--- config.mk ---
export PLATFORM = sky130hd
export DESIGN_NAME = gpio_companion_ctrl
export DESIGN_NICKNAME = d
export VERILOG_FILES = /design/src/rtl/gcc_pkg.sv /design/src/rtl/gcc_decode.sv /design/src/rtl/gcc_regfile.sv /design/src/rtl/gcc_gpio_core.sv /design/src/rtl/gpio_companion_ctrl.sv
export SDC_FILE = /design/constraint.sdc
export NUM_CORES = 1
export LEC_CHECK = 0
export BUFFER_PORTS_ARGS = -buffer_cell sky130_fd_sc_hd__buf_2
export CORE_MARGIN = 2
export CORE_UTILIZATION = 26
export DETAILED_ROUTE_END_ITERATION = 16
export GPL_ROUTABILITY_DRIVEN = 0
export SLEW_MARGIN = 20
export SYNTH_ARGS = -nofsm -noshare
export SYNTH_HDL_FRONTEND = slang
export SYNTH_HIERARCHICAL = 1
export SYNTH_SLANG_ARGS = --single-unit
export TNS_END_PERCENT = 10
--- constraint.sdc ---
create_clock -name clk -period 3.87 [get_ports clk]
set_clock_uncertainty 0.15 [all_clocks]
set_input_delay 0.1935 -clock clk [delete_from_list [all_inputs] [get_ports clk]]
set_output_delay 0.1935 -clock clk [all_outputs]
set_load 0.01 [all_outputs]
--- src/rtl/gcc_pkg.sv ---
package gcc_pkg;
  localparam int REG_W = 16;

  localparam logic [7:0] OFS_MODE   = 8'h00;
  localparam logic [7:0] OFS_DETECT = 8'h04;
  localparam logic [7:0] OFS_STATUS = 8'h08;
  localparam logic [7:0] OFS_POWER  = 8'h0C;
  localparam logic [7:0] OFS_CTRL   = 8'h10;
  localparam logic [7:0] OFS_IREQ   = 8'h14;
  localparam logic [7:0] OFS_IMASK  = 8'h18;
  localparam logic [7:0] OFS_ISTAT  = 8'h1C;
  localparam logic [7:0] OFS_DIR    = 8'h20;
  localparam logic [7:0] OFS_LEVEL  = 8'h24;
  localparam logic [7:0] OFS_SCRAT  = 8'h28;

  localparam logic [REG_W-1:0] STATUS_FIXED = 16'h0002;
  localparam logic [REG_W-1:0] POWER_FORCE  = 16'h8040;
  localparam int               POWER_TRIG   = 7;

  typedef enum logic [3:0] {
    SEL_NONE, SEL_MODE, SEL_DETECT, SEL_STATUS, SEL_POWER, SEL_CTRL,
    SEL_IREQ, SEL_IMASK, SEL_ISTAT, SEL_DIR, SEL_LEVEL, SEL_SCRAT
  } reg_sel_e;
endpackage

--- src/rtl/gcc_decode.sv ---
module gcc_decode
  import gcc_pkg::*;
#(
  parameter int AW = 8
) (
  input  logic [AW-1:0] addr,
  output reg_sel_e      sel
);
  logic [7:0] ofs;
  logic       high_zero;

  generate
    if (AW > 8) begin : g_wide
      assign ofs       = addr[7:0];
      assign high_zero = (addr[AW-1:8] == '0);
    end else begin : g_narrow
      assign ofs       = 8'(addr);
      assign high_zero = 1'b1;
    end
  endgenerate

  always_comb begin
    sel = SEL_NONE;
    if (high_zero) begin
      unique case (ofs)
        OFS_MODE:   sel = SEL_MODE;
        OFS_DETECT: sel = SEL_DETECT;
        OFS_STATUS: sel = SEL_STATUS;
        OFS_POWER:  sel = SEL_POWER;
        OFS_CTRL:   sel = SEL_CTRL;
        OFS_IREQ:   sel = SEL_IREQ;
        OFS_IMASK:  sel = SEL_IMASK;
        OFS_ISTAT:  sel = SEL_ISTAT;
        OFS_DIR:    sel = SEL_DIR;
        OFS_LEVEL:  sel = SEL_LEVEL;
        OFS_SCRAT:  sel = SEL_SCRAT;
        default:    sel = SEL_NONE;
      endcase
    end
  end
endmodule

--- src/rtl/gcc_regfile.sv ---
module gcc_regfile
  import gcc_pkg::*;
(
  input  logic             clk,
  input  logic             rst_n,
  input  logic             we,
  input  reg_sel_e         sel,
  input  logic [REG_W-1:0] wd,
  output logic [REG_W-1:0] rd
);
  localparam int NSTORE = 7;

  logic [REG_W-1:0] store_q [NSTORE];
  reg_sel_e         slot_sel [NSTORE];

  assign slot_sel[0] = SEL_MODE;
  assign slot_sel[1] = SEL_DETECT;
  assign slot_sel[2] = SEL_POWER;
  assign slot_sel[3] = SEL_CTRL;
  assign slot_sel[4] = SEL_IREQ;
  assign slot_sel[5] = SEL_IMASK;
  assign slot_sel[6] = SEL_ISTAT;

  logic [REG_W-1:0] power_wd;
  assign power_wd = wd[POWER_TRIG] ? (wd | POWER_FORCE) : wd;

  genvar gi;
  generate
    for (gi = 0; gi < NSTORE; gi++) begin : g_store
      always_ff @(posedge clk) begin
        if (!rst_n)
          store_q[gi] <= '0;
        else if (we && sel == slot_sel[gi])
          store_q[gi] <= (slot_sel[gi] == SEL_POWER) ? power_wd : wd;
      end
    end
  endgenerate

  always_comb begin
    rd = '0;
    for (int i = 0; i < NSTORE; i++)
      if (sel == slot_sel[i]) rd = store_q[i];
    if (sel == SEL_STATUS) rd = STATUS_FIXED;
  end
endmodule

--- src/rtl/gcc_gpio_core.sv ---
module gcc_gpio_core
  import gcc_pkg::*;
#(
  parameter int N = REG_W
) (
  input  logic         clk,
  input  logic         rst_n,
  input  logic         dir_we,
  input  logic         lvl_we,
  input  logic         scr_we,
  input  logic [N-1:0] wd,
  input  logic [N-1:0] in_evt,
  input  logic [N-1:0] in_val,
  output logic [N-1:0] dir_q,
  output logic [N-1:0] lvl_q,
  output logic [N-1:0] scr_q,
  output logic [N-1:0] out_q,
  output logic [N-1:0] tog_q
);
  logic [N-1:0] lvl_bus;
  logic [N-1:0] lvl_nxt;
  logic         recalc_q;

  assign lvl_bus = lvl_we ? (wd & dir_q) : lvl_q;

  genvar gb;
  generate
    for (gb = 0; gb < N; gb++) begin : g_bit
      assign lvl_nxt[gb] = in_evt[gb] ? in_val[gb] : lvl_bus[gb];
    end
  endgenerate

  always_ff @(posedge clk) begin
    if (!rst_n) begin
      dir_q    <= '0;
      lvl_q    <= '0;
      scr_q    <= '0;
      out_q    <= '0;
      tog_q    <= '0;
      recalc_q <= 1'b0;
    end else begin
      lvl_q    <= lvl_nxt;
      recalc_q <= dir_we | lvl_we;
      if (dir_we) dir_q <= wd;
      if (scr_we) scr_q <= wd;
      if (recalc_q) begin
        out_q <= lvl_q & dir_q;
        tog_q <= (lvl_q & dir_q) ^ out_q;
      end else begin
        tog_q <= '0;
      end
    end
  end
endmodule

--- src/rtl/gpio_companion_ctrl.sv ---
module gpio_companion_ctrl
  import gcc_pkg::*;
#(
  parameter int AW    = 8,
  parameter int BUS_W = 32
) (
  input  logic             clk,
  input  logic             rst_n,
  input  logic [AW-1:0]    bus_addr,
  input  logic             bus_we,
  input  logic [BUS_W-1:0] bus_wdata,
  output logic [REG_W-1:0] bus_rdata,
  input  logic [REG_W-1:0] gpio_in_evt,
  input  logic [REG_W-1:0] gpio_in_val,
  output logic [REG_W-1:0] gpio_out,
  output logic [REG_W-1:0] gpio_toggle
);
  reg_sel_e         sel;
  logic [REG_W-1:0] wd;
  logic [REG_W-1:0] rf_rd;
  logic [REG_W-1:0] dir_q;
  logic [REG_W-1:0] lvl_q;
  logic [REG_W-1:0] scr_q;
  logic             unused_hi;

  assign wd        = bus_wdata[REG_W-1:0];
  assign unused_hi = ^bus_wdata[BUS_W-1:REG_W];

  gcc_decode #(.AW(AW)) u_dec (
    .addr (bus_addr),
    .sel  (sel)
  );

  gcc_regfile u_rf (
    .clk   (clk),
    .rst_n (rst_n),
    .we    (bus_we),
    .sel   (sel),
    .wd    (wd),
    .rd    (rf_rd)
  );

  gcc_gpio_core #(.N(REG_W)) u_core (
    .clk    (clk),
    .rst_n  (rst_n),
    .dir_we (bus_we && sel == SEL_DIR),
    .lvl_we (bus_we && sel == SEL_LEVEL),
    .scr_we (bus_we && sel == SEL_SCRAT),
    .wd     (wd),
    .in_evt (gpio_in_evt),
    .in_val (gpio_in_val),
    .dir_q  (dir_q),
    .lvl_q  (lvl_q),
    .scr_q  (scr_q),
    .out_q  (gpio_out),
    .tog_q  (gpio_toggle)
  );

  always_comb begin
    unique case (sel)
      SEL_DIR:   bus_rdata = dir_q;
      SEL_LEVEL: bus_rdata = lvl_q;
      SEL_SCRAT: bus_rdata = scr_q;
      default:   bus_rdata = rf_rd;
    endcase
  end
endmodule

# Word-level counts from Yosys, hierarchy flattened
# Memories as Yosys holds them, arrays and structs flattened.
# Index checks and enable logic that the tools add are counted.
[op_classes] reduce_logical=28 mux=57 bitwise_logic=11 n_eq_ne=21
[op_table] operator="two-way mux 16 bit" count=17
[op_table] operator="case mux 16 bit (3 select lines)" count=1
[op_table] operator="case mux 4 bit (11 select lines)" count=1
[op_table] operator="two-way mux 1 bit" count=38
[op_table] operator="AND 16 bit" count=2
[op_table] operator="equality test 8 x 5 -> 1 bit (second input constant)" count=4
[op_table] operator="nonzero test 2 bit" count=16
[op_table] operator="equality test 8 x 6 -> 1 bit (second input constant)" count=3
[op_table] operator="equality test 4 x 3 -> 1 bit (second input constant)" count=4
[op_table] operator="equality test 4 bit (second input constant)" count=4
[op_table] operator="equality test 8 x 4 -> 1 bit (second input constant)" count=2
[op_table] operator="bitwise XOR 16 bit" count=1
[op_table] operator="logical AND 1 bit" count=10
[op_table] operator="equality test 4 x 2 -> 1 bit (second input constant)" count=2
[op_table] operator="equality test 8 x 3 -> 1 bit (second input constant)" count=1
[op_table] operator="zero test 8 bit" count=1
[op_table] operator="OR 1 bit" count=8
[op_table] operator="equality test 4 x 1 -> 1 bit (second input constant)" count=1
[op_table] operator="AND reduction 2 bit" count=1
[totals] ramBits=112 output_inout_bits=48 memories=1 inputBits=75 ff_bits=81 word_cells=139
[memory_table] name="u_rf.store_q" depth=7 width=16 rd=7 rd_clocked_by_memory_dff=0 write_ports=7 line="gcc_regfile.sv:13" source="logic [REG_W-1:0] store_q [NSTORE];"

# Logic depth before layout (Yosys ltp)
# Gate-level depths: netlist (run 1).
[depth] depth_word=12 depth_mapped=12 ltp_nobuf=9

# Hierarchy
# The synthesis (run 1) kept the hierarchy.
[by_module_without_submodules] module="gcc_regfile" area_each_um2=5551.6 instances=1 cells_per_inst=451 seq_area_each_um2=3363.2
[by_module_without_submodules] module="gcc_gpio_core" area_each_um2=3388.2 instances=1 cells_per_inst=325 seq_area_each_um2=1621.6
[by_module_without_submodules] module="gpio_companion_ctrl" area_each_um2=798.3 instances=1 cells_per_inst=113 seq_area_each_um2=0.0
[by_module_without_submodules] module="gcc_decode" area_each_um2=73.8 instances=1 cells_per_inst=11 seq_area_each_um2=0.0

# Least setup slack after synthesis (run 1)
# No wires, ideal clock.
[synth_timing] path_kind="in2reg" start="input bus_addr[1]" end="memory u_rf.store_q[2][0], in the netlist u_rf/store_q[1][0], enable pin" slack_ns=0.210 cell_stages=6 arrival_time_ns=3.096 path_cell_list="or4_4 nor3_1 buf_6 and2b_4 nand2_1 o31ai_1"
[synth_lines] item="from (decl)" line="gpio_companion_ctrl.sv:9" source="input logic [AW-1:0] bus_addr,"
[synth_lines] item="to (decl)" line="gcc_regfile.sv:13"

# Worst setup path after layout (run 1)
[layout_timing] start="input bus_addr[1]" end="output bus_rdata[7]"
[layout_via] elab_chain_cells=12 elab_cells_between_ends=32 cone_classes="eq/ne (21); mux (10); reduce/logical (1)"
[layout_lines] item="equality test 8 x 6 -> 1 bit, or another cell as far along" line="gcc_decode.sv:25" source="unique case (ofs)"
[layout_lines] item="case mux 4 bit (11 select lines) (*)" line="gcc_decode.sv:25"
[layout_lines] item="named net sel[1]" line="gpio_companion_ctrl.sv:18" source="reg_sel_e sel;"
[layout_lines] item="equality test 4 x 1 -> 1 bit" line="gcc_regfile.sv:42" source="if (sel == slot_sel[i]) rd = store_q[i];"
[layout_lines] item="two-way mux 16 bit (7 in series)" line="gcc_regfile.sv:42"
[layout_lines] item="two-way mux 16 bit (*)" line="gcc_regfile.sv:43" source="if (sel == SEL_STATUS) rd = STATUS_FIXED;"
[layout_lines] item="named net rf_rd[7]" line="gpio_companion_ctrl.sv:20" source="logic [REG_W-1:0] rf_rd;"
[layout_lines] item="case mux 16 bit (3 select lines) (*)" line="gpio_companion_ctrl.sv:60" source="unique case (sel)"
[layout_lines] item="to (decl)" line="gpio_companion_ctrl.sv:12" source="output logic [REG_W-1:0] bus_rdata,"
# Mark *: on every way through the listed nets, which the timed path passes. The rest lies on a longest branch.

==> flow_results.org, run 1 <==
** Power and ir drop
- Reg power frac :: 53.7%
- Combinational share of power :: 6.5%
- Cell internal power dissipation :: 0.003206 W
- Switching component of the power :: 0.001033 W
- Leakage power of the design :: 4.147 nW
- In this run, the clock network consumes 39.8% of the power.
- Total power per unit cell area :: 357.7 nW/µm²
- Highest ir drop seen on vdd :: 0.0002942 V
- Switching Share :: 24.38%

** Global route
- Total global routing overflow :: 0
- The first global-routing pass estimated 43,330 µm of wire.
- The number of global-route vias before repair is 7,336.
- The number of antenna violations at the first check in global routing was 1.
- Overall global routing resource usage :: 14.40%
- Entering global routing, the biggest net connects 67 pins.

** Floorplan
- The total area inside the core boundary comes to 37,400 µm².
- Die Wd :: 198.3 µm
- 123 I/O pins were placed.
- The die covers 39,310 µm².
- The initial utilization of the core area, before any placement, comes to 26.24%.
- Measured along the y axis, the die boundary spans 198.3 µm.
- In this run the core area contains 71 standard-cell rows.

** Clock tree
- Clock latency on the worst-skew pair, taken at its later pin, is 0.44 ns.
- Setup fix buffers added after clock tree synthesis :: 0
- The tree built by TritonCTS fans out to 193 sinks.
- Root Buffer Master :: clkbuf_16
- TritonCTS built the clock tree.
- Number of buffers inserted during clock tree synthesis :: 17
- In this run the number of H-tree levels came out at 4.
- Clock-pin slew was measured on the worst setup and hold paths at 0.07 ns.
- Buffers from clock root to sink, at most :: 2

** Worst setup path
- STA classifies the critical path endpoint as an output pin.
- Worst flop-to-flop path endpoint :: u_core/lvl_q[14]
- Setup slack on the worst reg-to-reg path comes out at 2.12 ns.
- The worst setup path is launched from a primary input.
- Worst Path Max Fanout :: 30
- Length in cells of the worst reg-to-reg path :: 3
- Data on the critical path arrives at its endpoint at 3.32 ns.
- By startpoint and endpoint, the worst setup path is classified as in2out.
- Required time of the critical path :: 3.53 ns
- Critical register-to-register path startpoint :: u_core/dir_q[14]

** Placed design
- DPL Wire Length :: 19,520 µm
- Once placement completed, the tool counted placed cells totaling 1,487.
- During placement, the flow inserted port buffers numbering 106.

** Min path
- Cell depth of the worst hold path :: 3
- The startpoint identified for the worst hold timing path is bus_wdata[14].
- Min-Delay Path Class :: in2reg
- End of the worst hold path :: u_core/scr_q[14]

** Route
- DRC Markers :: 0
- Routed vias :: 7,554
- In this run the remaining antenna-violating nets after routing total 0.
- Final routed wire length divided by cell count :: 18.01 µm
- Wirelength, routed :: 28,030 µm
- Detailed-router iteration count before antenna repair :: 5
- Violation count after the first detailed-route iteration :: 500
- Dividing the detail-routed via count by the number of cells gives 4.855.

** Synth
- Sequential share of the synthesized area :: 50.80%
- The synthesized design contains 112 enable-type register cells.
- Post-synth cell types :: 59
- Synthesized area divided by synthesized cell count :: 10.90 µm²
- Yosys Warn Count :: 6
- Synthesis produced 900 cells.
- Number of synthesized register bits :: 193
- Netlist area before placement :: 9812 µm²
- For this run, asynchronously set or reset flops after synthesis account for 0%.
- Main synth FF type :: edfxtp_1
- The number of nets in the synthesized netlist is 975.

** Finish
- The post-route netlist has 21.46% of its cells at a drive strength greater than 1.
- Non-filler cells, final :: 1,556
- The area growth from synthesis to layout is 20.79%.
- After the last flow step, the layout net total stands at 1,106.

** STA
- Upper clock frequency limit :: 273.2 MHz
- In the finished design, the share of the clock period the worst path needs comes to 94.58%.
- Setup repair after global routing left no endpoint under its margin.
- The worst path needs 3.660 ns of the cycle, external delays included.
- At the pin with the least slew margin, the transition time is 1.031 ns.
- Headroom to the max-slew limit came out at 31.00%.
- Final Hold Violating Endpoints :: 0
- Adding up every negative setup slack in the final design gives 0 ns.
- Max-slew violations :: 0
- Setup violations remaining at the end of the flow were counted as 0.

** Status
- Outcome :: completed

** Run
- Across the run, the number of max-cap violations was 0.
-- what timing repair did --
action,CTS,global route
hold buffers,36,0
endpoints found under the setup margin,0,1
endpoints found under the hold margin,22,0
gates resized for setup,0,1
-- area by class of cell --
type,count,area (µm²)
tap,511,639.4
clock buffer,17,425.4
fill,3799,25550
sequential,193,4985
clock inverter,15,122.6
antenna,1,2.502
multi-input combinational,640,4507
timing repair buffer,176,1159
inverter,3,11.26
-- synthesized netlist by cell type (14+ instances only) --
cell,count,area share [%]
a21oi_1,46,2.3
buf_2,24,1.2
nand2b_1,54,3.4
mux2i_1,50,5.1
edfxtp_1,112,34
clkbuf_1,22,0.84
a22o_1,20,1.8
nand3_1,18,0.92
and3_1,14,0.89
a21bo_2,16,1.6
o22ai_1,27,1.7
nor2_1,22,0.84
nor2b_1,54,3.4
o21ai_0,32,1.6
nand2_1,25,0.96
dfxtp_1,81,17
o311a_1,16,1.6
nand3b_1,21,1.6
a22oi_1,16,1.2
and2_1,111,7.1
-- placed cells by master (no fill, tap or decap), types with 6 or more instances in the layout --
cell type and count:
a21bo_2 16, nand2_1 25, buf_2 106, o21bai_1 12, clkbuf_16 17, buf_4 33
a21boi_1 6, a221oi_2 6, nor2b_1 53, a22oi_1 16, a21boi_0 11, o22ai_1 27
nor2_1 19, nand2b_1 54, o21ai_0 29, o311a_1 16, and3_1 14, a22o_1 20
dlygate4sd3_1 36, edfxtp_1 112, a21oi_1 45, inv_6 7, and2_1 111, dfxtp_1 81
nor2_4 6, mux2i_1 50, nand3_1 18, a222oi_1 12, nand3b_1 21
-- logic make-up (layout without fill, tap and decap cells) --
family,Yosys count,after routing,synth area share [%]
simple gates,346,346,21.68
compound gates,232,232,17.33
flops,193,193,50.80
buf+inv,67,211,3.762
mux,60,60,6.248
xor+xnor,2,2,0.1786
other cells,0,1,0
-- stage by stage --
step,hold WS (ns),area (µm²),utilization [%],power (W),setup WS [ns]
detailed placement,0.3181,10940,29.24,0.002563,0.2271
floorplan,0.2126,9812,-,0.002438,0.2097
global route,0.03470,11850,31.68,0.004375,0.03844
finish,0.02861,11850,31.69,0.004239,0.2099
global placement,0.3152,10940,29.24,0.002558,0.2919
CTS,0.006741,11840,31.67,0.004278,0.2112
-- state kept, by name, summed over array words and instances (netlist names) --
| name | count |
|---|---|
| u_core/tog_q | 16 |
| u_core/lvl_q | 16 |
| u_core/out_q | 16 |
| u_rf/store_q | 112 |
| u_core/dir_q | 16 |
| u_core/scr_q | 16 |
| u_core/recalc_q | 1 |
-- critical path, cell delays in order --
cell and delay, ns:
buf_2 0.10, or4_4 0.55, a21o_1 0.23, nor2_4 0.25, buf_12 0.24, or3_1 0.40
o21ai_0 0.20, a222oi_1 0.60, o22ai_1 0.18, a21oi_1 0.16, buf_2 0.18
-- layer usage --
layer	vias up	GRT usage [%]	wire [µm]
met1	3702	19.95	13060
met4	0	3.592	306
met5	-	0	0
li1	3574	-	-
met3	25	2.061	1601
met2	253	23.55	13060
-- power by group through the flow --
stage | clock network [W] | logic (W) | registers, W
floorplan | 0 | 0.000131 | 0.00231
global placement | 0 | 0.000238 | 0.00232
detailed placement | 0 | 0.000241 | 0.00232
CTS | 0.00173 | 0.000274 | 0.00228
global route | 0.00179 | 0.000297 | 0.00228
finish | 0.00169 | 0.000274 | 0.00228
-- worst max-delay path by stage --
stage,start,end,slack (ns),cells after the start
global route,bus_addr[1],bus_rdata[7],0.04,11
detailed placement,bus_addr[1],bus_rdata[0],0.23,10
floorplan,bus_addr[1],u_rf/store_q[1][0],0.21,6
finish,bus_addr[1],bus_rdata[7],0.21,11
CTS,bus_addr[1],bus_rdata[7],0.21,10
global placement,bus_addr[1],bus_rdata[15],0.29,10
Power figures use the tool's default switching activity.
==> inputs of run 2 (changes only) <==
--- a/config.mk
+++ b/config.mk
@@ -5,6 +5,7 @@
 export SDC_FILE = /design/constraint.sdc
 export NUM_CORES = 1
 export LEC_CHECK = 0
+export ABC_AREA = 1
 export BUFFER_PORTS_ARGS = -buffer_cell sky130_fd_sc_hd__buf_2
 export CORE_MARGIN = 2
 export CORE_UTILIZATION = 26
==> constraint.sdc (replaced) <==
create_clock -name clk -period 4.4 [get_ports clk]
set_clock_uncertainty 0.15 [all_clocks]
set_input_delay 0.22 -clock clk [delete_from_list [all_inputs] [get_ports clk]]
set_output_delay 0.22 -clock clk [all_outputs]
set_load 0.01 [all_outputs]
==> run 2 against run 1 <==
Effect of this change: non-clock buffer count up 9; die area decreased by 8.1%; design area is 5.5% lower; register-to-register slack improved by 0.65 ns.
==> flow_results.org, run 2 <==
** Status
- Outcome :: completed

** Route
- After detailed routing, the number of remaining DRC violations is 0.
- Wires add up to 24,470 µm.
- Dividing the detail-routed via count by the number of cells gives 4.624.
- The pre-antenna-repair detailed-routing pass consisted of 5 iterations.
- The detailed router finished its first iteration with 611 violations.
- Routed vias :: 7,934
- Number of antenna-violating nets in the routed design :: 0
- Final routed wire length divided by cell count :: 14.26 µm

** Global route
- Met1 track demand over resource :: 17.65%
- The number of antenna violations at the first check in global routing came to 0.
- Overall global routing resource usage :: 13.52%
- Wire length of the first global-routing pass :: 39,240 µm
- Entering global routing, the biggest net connects 63 pins.
- Number of global-route vias before repair :: 7,745
- Met3 track demand over resource in global routing :: 2.306%
- In the global route stage, met2 resource usage came out at 22.68%.
- Total global routing overflow :: 0
- After global routing, the most crowded layer is met2.

** STA
- Setup violations remaining at the end of the flow were counted as 0.
- Upper clock frequency limit :: 305.2 MHz
- The final number of hold-violating endpoints is 0.
- Of the available clock period, the critical path in the final layout requires 74.47%.
- Hold slack final :: 0.1916 ns
- Actual transition at the worst max-transition pin :: 1.064 ns
- Shortest clock period the worst path allows after layout :: 3.277 ns
- Unrepaired setup endpoints after global routing :: false
- The number of max-slew violations in the final report came to 0.
- Measured against its own limit, the worst slew margin works out to 28.98%.
- Setup total negative slack on the finished layout was measured at 0 ns.

** Worst setup path
- Crit end category :: output pin
- Cell with the largest stage delay on the worst path :: nor3_2
- Largest stage delay, worst path :: 0.61 ns
- The kind of cell with the highest combined delay along the critical path is simple AND/OR/NAND/NOR gates.
- Of all nets on the critical path, the largest fanout is 19.
- Critical setup path kind :: in2out
- Worst path cell trace :: buf_2 > inv_1 > nand2_1 > inv_1 > o21ai_1 > nor3_2 > inv_2 > nor2_4 > nand2_4 > clkinv_2 > nand2_1 > nand4_1 > nand2_1 > inv_1 > nand2_1 > nand4_1 > buf_2
- The number of buffers and inverters on the critical path is 7.
- Most prevalent standard cell on the critical path :: nand2_1
- STA classifies the critical path startpoint as a primary input.
- For the worst setup path, the data required time is 4.03 ns.
- At the worst endpoint, the arrival time is 2.91 ns.

** Synth
- The synthesized netlist occupies a cell area of 8997 µm².
- Number of synthesized register bits :: 193
- Share of async-settable or async-resettable flops after synthesis :: 0%
- After synthesis, the cell types taking the most area are edfxtp_1, dfxtp_1, nor2_1, nand2_1, nand3_1.
- Top-count cell post-synth :: nor2_1
- For this run, the number of Yosys warnings is 6.
- Sequential share of the synthesized area :: 55.40%
- Synthesized netlist cell count :: 1,093
- Share of the synthesized area in the top cell type :: 37.38%
- Yosys mapped a number of flops with a built-in enable equal to 112.
- The number of nets handed over by synthesis was 1,168.
- Most numerous cell types in the synthesized netlist :: nor2_1, nand2_1, nand3_1
- The synthesized netlist contains 32 unique library cells.
- Cell type with the highest aggregate area in the netlist :: edfxtp_1
- The most used flip-flop cell after synthesis is edfxtp_1.
- Synthesized area divided by synthesized cell count :: 8.232 µm²

** Clock tree
- After clock tree synthesis, the repair step resized 0 gates.
- At the later pin of the worst-skew pair, clock insertion delay measures 0.44 ns.
- The tree is rooted in a clkbuf_16.
- CTS tree :: done
- CTS built an H-tree with a depth of 4.
- The clock passes through at most 2 buffers.
- The tree built by TritonCTS fans out to 193 sinks.
- The number of clock buffers added by TritonCTS is 17.
- Clock-pin slew was measured on the worst setup and hold paths at 0.07 ns.
- Buffers added to address setup during post-CTS repair amount to 0.

** Finish
- The library cell used most frequently in the layout, excluding fill and tap cells, is nor2_1.
- Across the whole layout, storage elements account for 4985 µm².
- The register with the most flip-flops in the layout has 112 of them.
- From synthesis to final layout, the design area changed by 24.42%.
- More flip-flops sit in one register than any other, and that register is u_rf/store_q.
- At the end of the flow, the number of nets in the layout was 1,323.
- Cells with a size suffix above 1 make up 15.23% of the layout.
- Top library cells by usage in the layout, fill and taps aside :: nor2_1, nand2_1, nand3_1
- The finished layout holds 1,716 standard cells, fillers aside.
- The number of antenna diodes in the final layout is 0.
- Once layout is done, the placed cells without fillers occupy 11,190 µm².
- In the final layout, the multi-input gates occupy 3431 µm².
- After filler insertion, the fill cell instance count of the layout stands at 3,519.

** Placed design
- Summing all placed instances gives a cell area of 9941 µm².
- Count of buffers inserted at the top-level ports :: 106
- Counting tap cells, the placed design contains a total of 1,620 instances.
- Detailed placement ended at an HPWL of 16,880 µm.

** Floorplan
- 123 I/O pins were placed.
- Die outline area :: 36,110 µm²
- Core Box Area :: 34,290 µm²
- The initialized floorplan defines 68 standard-cell rows.
- From left edge to right edge, the die measures 190.0 µm.
- The initial utilization of the core area, before any placement, comes to 26.24%.
- Die span in y :: 190.0 µm

** Run
- Across the run, the number of max-cap violations was 0.

** Power and ir drop
- Total power per unit cell area :: 343.9 nW/µm²
- IR analysis of the VDD net gives a maximum drop of 0.0003216 V.
- Summing internal, switching and leakage power gives 0.003850 W.
- Summed over all cells, the static leakage comes to 4.668 nW.

** Min path
- The path class of the tightest hold or removal check is in2reg.
## run 2: cell count changes after synthesis, moves of 20 or more
cell and change:
nor2_1 +251, a22o_1 -20, o22ai_1 -27, nand2b_1 -54, nand2_1 +165, nand4_1 +24, and2_1 -110, mux2i_1 -50
inv_1 +73, o21ai_0 +29, nor2b_1 -54, nand3b_1 -21, nand3_1 +108
## run 2: layout make-up
class | count | area share, %
clock inverters | 15 | 1.654
inverters | 83 | 2.794
well taps | 455 | 5.085
multi-input cells | 768 | 30.65
flip-flops and latches | 193 | 44.53
clock buffers | 17 | 3.800
repair buffers | 185 | 11.49
## run 2: cells by family (layout without fill, tap and decap cells)
family	after synthesis	count (layout)	share of synthesized area [%]
compound gates	119	119	6.842
buf+inv	132	300	6.577
simple gates	649	649	31.18
flops	193	193	55.40
## run 2: metrics by stage
stage	util, %	setup slack [ns]
4_1_cts	32.64	1.063
2_1_floorplan	-	1.081
5_1_grt	32.65	0.7713
3_3_place_gp	28.99	1.118
3_5_place_dp	28.99	1.079
6_report	32.65	1.123
## run 2: repair_timing
action	in CTS	in global routing
setup endpoints to repair	0	0
hold buffers	64	0
hold endpoints to repair	48	0
## run 2: worst paths after layout
check / to / cells after the start / slack, ns / from
setup reg to reg: u_core/tog_q[1] / 4 / 2.77 / u_core/recalc_q
hold reg to reg: u_core/scr_q[13] / 2 / 0.35 / u_core/scr_q[13]
hold / removal: u_core/out_q[13] / 3 / 0.19 / rst_n
setup / recovery: bus_rdata[12] / 17 / 1.12 / bus_addr[6]
## run 2: worst reg2reg max path: cells and delay by family, from the launching register on
family | cells | cell delay [ns]
simple gates | 3 | 0.37
flops | 1 | 0.74
buf+inv | 1 | 0.30
## run 2: power breakdown
group,switching (W),internal [W],total (W)
combinational,0.000138,0.0000954,0.000234
sequential,0.0000283,0.00197,0.00200
clock,0.000716,0.000903,0.00162
## run 2: metal layers
metal,up-vias,wire length [µm]
met5,-,0
met4,0,439
met3,34,1034
met2,170,11680
met1,3824,11320
li1,3906,-
==> inputs of run 3 (changes only) <==
--- a/config.mk
+++ b/config.mk
@@ -5,7 +5,7 @@
 export SDC_FILE = /design/constraint.sdc
 export NUM_CORES = 1
 export LEC_CHECK = 0
-export ABC_AREA = 1
+export ABC_AREA = 0
 export BUFFER_PORTS_ARGS = -buffer_cell sky130_fd_sc_hd__buf_2
 export CORE_MARGIN = 2
 export CORE_UTILIZATION = 26
==> constraint.sdc (replaced) <==
create_clock -name clk -period 2.9 [get_ports clk]
set_clock_uncertainty 0.15 [all_clocks]
set_input_delay 0.145 -clock clk [delete_from_list [all_inputs] [get_ports clk]]
set_output_delay 0.145 -clock clk [all_outputs]
set_load 0.01 [all_outputs]
==> run 3 against run 2 <==
Effect of this change: the run now ends with negative setup slack left; wire length grew 21%; flip-flop and latch count is the same; sequential power grew 52%; clock power grew 54%; largest power group unchanged.
==> flow_results.org, run 3 (synthesis gave the netlist of run 1 again) <==
** Floorplan
- Die outline area :: 39,310 µm²
- During I/O placement, the number of pins put on the boundary was 123.
- Measured along the y axis, the die boundary spans 198.3 µm.
- Die Wd :: 198.3 µm
- In this run the standard cell core region covers 37,400 µm².
- Standard-cell rows :: 71
- For this configuration, the core starts out at a cell density of 26.24%.

** Worst setup path
- Worst Path Max Fanout :: 8
- Data on the critical path is required at its endpoint by 2.61 ns.
- Critical setup path kind :: in2out
- STA classifies the critical path endpoint as an output pin.
- The worst setup path is launched from a primary input.
- Data arrival time at the worst-slack endpoint :: 2.89 ns

** Placed design
- Placed cell area :: 11,470 µm²
- Count of buffers inserted at the top-level ports :: 106
- Cells after DPL :: 1,537
- DPL Wire Length :: 20,470 µm
- Before CTS, the worst setup slack after placement is -0.4585 ns.

** STA
- For this run, the top clock speed supported by timing is 314.0 MHz.
- The routed design could run at a clock period as short as 3.185 ns.
- Across all setup checks in the final design, the least slack found is -0.2850 ns.
- Final critical-path share of the clock period :: 109.8%
- Actual transition at the worst max-transition pin :: 0.9108 ns
- Final number of setup-violating endpoints :: 32
- Max-slew violations :: 0
- Hold slack final :: 0.009893 ns
- Measured against its own limit, the worst slew margin works out to 38.95%.
- The final number of hold-violating endpoints is 0.
- Setup repair after global routing could not meet its margin everywhere.

** Global route
- Maximum number of pins on one net before global-route repair :: 71
- Met1 track demand over resource :: 21.66%
- The number of global-route vias before repair was 7,664.
- Wire length of the first global-routing pass :: 45,870 µm
- GRT busiest layer :: met2
- Met3 track demand over resource in global routing :: 2.078%
- The number of antenna violations at the first check in global routing was 0.
- Overall global routing resource usage :: 15.13%
- Global routing finished with a remaining overflow of 0.
- M2 GR Usage :: 23.96%

** Finish
- Leaving out fill and tap cells, the most frequent cell in the layout is edfxtp_1.
- Signed area change from the synthesized netlist to the final layout :: 32.80%
- Non-filler cells, final :: 1,644
- The number of antenna diodes in the final layout is 0.
- Register name with the most flops :: u_rf/store_q
- Once layout is complete, the utilization of the core stands at 34.84%.
- The register with the most flip-flops in the layout has 112 of them.
- Layout cells sized above 1 :: 29.83%
- Number of nets in the finished design :: 1,195
- The top cell types in the final layout, fill and taps aside, are edfxtp_1, and2_1, buf_2.
- Post-route cell area :: 13,030 µm²

** Power and ir drop
- Sequential cells account for 51.0% of the total power.
- Cell internal power dissipation :: 0.004407 W
- Switching component of the power :: 0.001559 W
- Leakage power of the design :: 4.744 nW
- Highest ir drop seen on vdd :: 0.0004242 V
- Combinational share of power :: 7.3%
- In this run the power density over the cells is 457.8 nW/µm².
- Clock power frac :: 41.7%
- Net switching is 26.13% of the power.

** Route
- Via-per-instance ratio :: 4.845
- Routed vias :: 7,965
- Violation count after the first detailed-route iteration :: 677
- Before antenna repair, the detailed router went through 6 iterations.
- In the final routed layout, each cell accounts on average for 17.95 µm.
- Wirelength, routed :: 29,520 µm
- Number of antenna-violating nets in the routed design :: 0
- For this run, design rule violations remaining after detail routing come to 0.

** Clock tree
- The clock passes through at most 2 buffers.
- Num Clock Sinks :: 193
- After clock tree synthesis, the clock-pin slew on the worst setup and hold paths is 0.08 ns.
- Number of H-tree levels :: 4
- Number of buffers inserted during clock tree synthesis :: 17
- Clock latency on the worst-skew pair :: 0.44 ns
- Root Buffer Master :: clkbuf_16
- TritonCTS built the clock tree.

** Status
- Outcome :: finished, violations left
- The checks that failed: negative setup slack.

** Min path
- The path class of the tightest hold or removal check is in2reg.

** Run
- # Max-Cap Violations :: 0
[run 3: changes by cell type in the layout (fill, tap and decap cells not counted), moves of 23 or more]
| cell | delta |
|---|---|
| nand2_1 | -166 |
| buf_4 | +75 |
| inv_1 | -73 |
| nand3_1 | -108 |
| o21ai_0 | -35 |
| nor2_1 | -255 |
| nand2b_1 | +52 |
| mux2i_1 | +50 |
| nand4_1 | -24 |
| and2_1 | +109 |
| nor2b_1 | +53 |
| o22ai_1 | +23 |
[run 3: repair_timing]
item / CTS / global route
endpoints found under the setup margin: 16 / 31
pin swaps: 38 / 23
cloned: 1 / 0
resized for setup: 39 / 18
endpoints found under the hold margin: 50 / 0
buffers inserted: 11 / 18
hold buffers: 45 / 0
[run 3: cell type report]
cell class,instances,area (µm²)
Tap cell,511,639.4
Multi-Input combinational cell,640,4663
Inverter,3,11.26
Fill cell,3710,24370
Clock buffer,17,425.4
Sequential cell,193,4985
Clock inverter,15,196.4
Timing Repair Buffer,265,2110
[run 3: final timing paths]
path | from | endpoint | slack, ns | cells after the start
max | bus_addr[1] | bus_rdata[14] | -0.28 | 14
max reg2reg | u_core/dir_q[14] | u_core/lvl_q[14] | 1.17 | 3
min | bus_wdata[13] | u_core/scr_q[13] | 0.01 | 3
min reg2reg | u_core/out_q[1] | u_core/out_q[1] | 0.35 | 2
[run 3: power by group through the flow]
| stage | logic [W] | clock network [W] | registers [W] |
|---|---|---|---|
| global placement | 0.000356 | 0 | 0.00310 |
| floorplan | 0.000176 | 0 | 0.00308 |
| CTS | 0.000428 | 0.00253 | 0.00304 |
| detailed placement | 0.000359 | 0 | 0.00310 |
| finish | 0.000437 | 0.00249 | 0.00304 |
| global route | 0.000471 | 0.00264 | 0.00305 |
[run 3: per-layer routing]
metal | part of all wire, % | up-vias
met2 | 46 | 244
met5 | 0 | -
met3 | 5.1 | 17
met4 | 0.97 | 0
li1 | - | 3758
met1 | 48 | 3946
[run 3: critical path: stages]
cell	delay, ns
buf_6	0.09
or4_4	0.56
a21o_4	0.23
nor2_4	0.12
buf_12	0.14
buf_4	0.14
nor2b_1	0.16
buf_4	0.17
a22oi_1	0.09
o22ai_1	0.23
o221a_2	0.24
o22ai_1	0.09
a221oi_2	0.30
buf_2	0.18
[run 3: per-stage QoR]
step | power (W) | setup TNS, ns
final | 0.005966 | -4.474
after global routing | 0.006161 | -7.917
after CTS | 0.006002 | -3.594
after detailed placement | 0.003460 | -8.997
after global placement | 0.003460 | -8.330
after floorplan | 0.003254 | -15.04
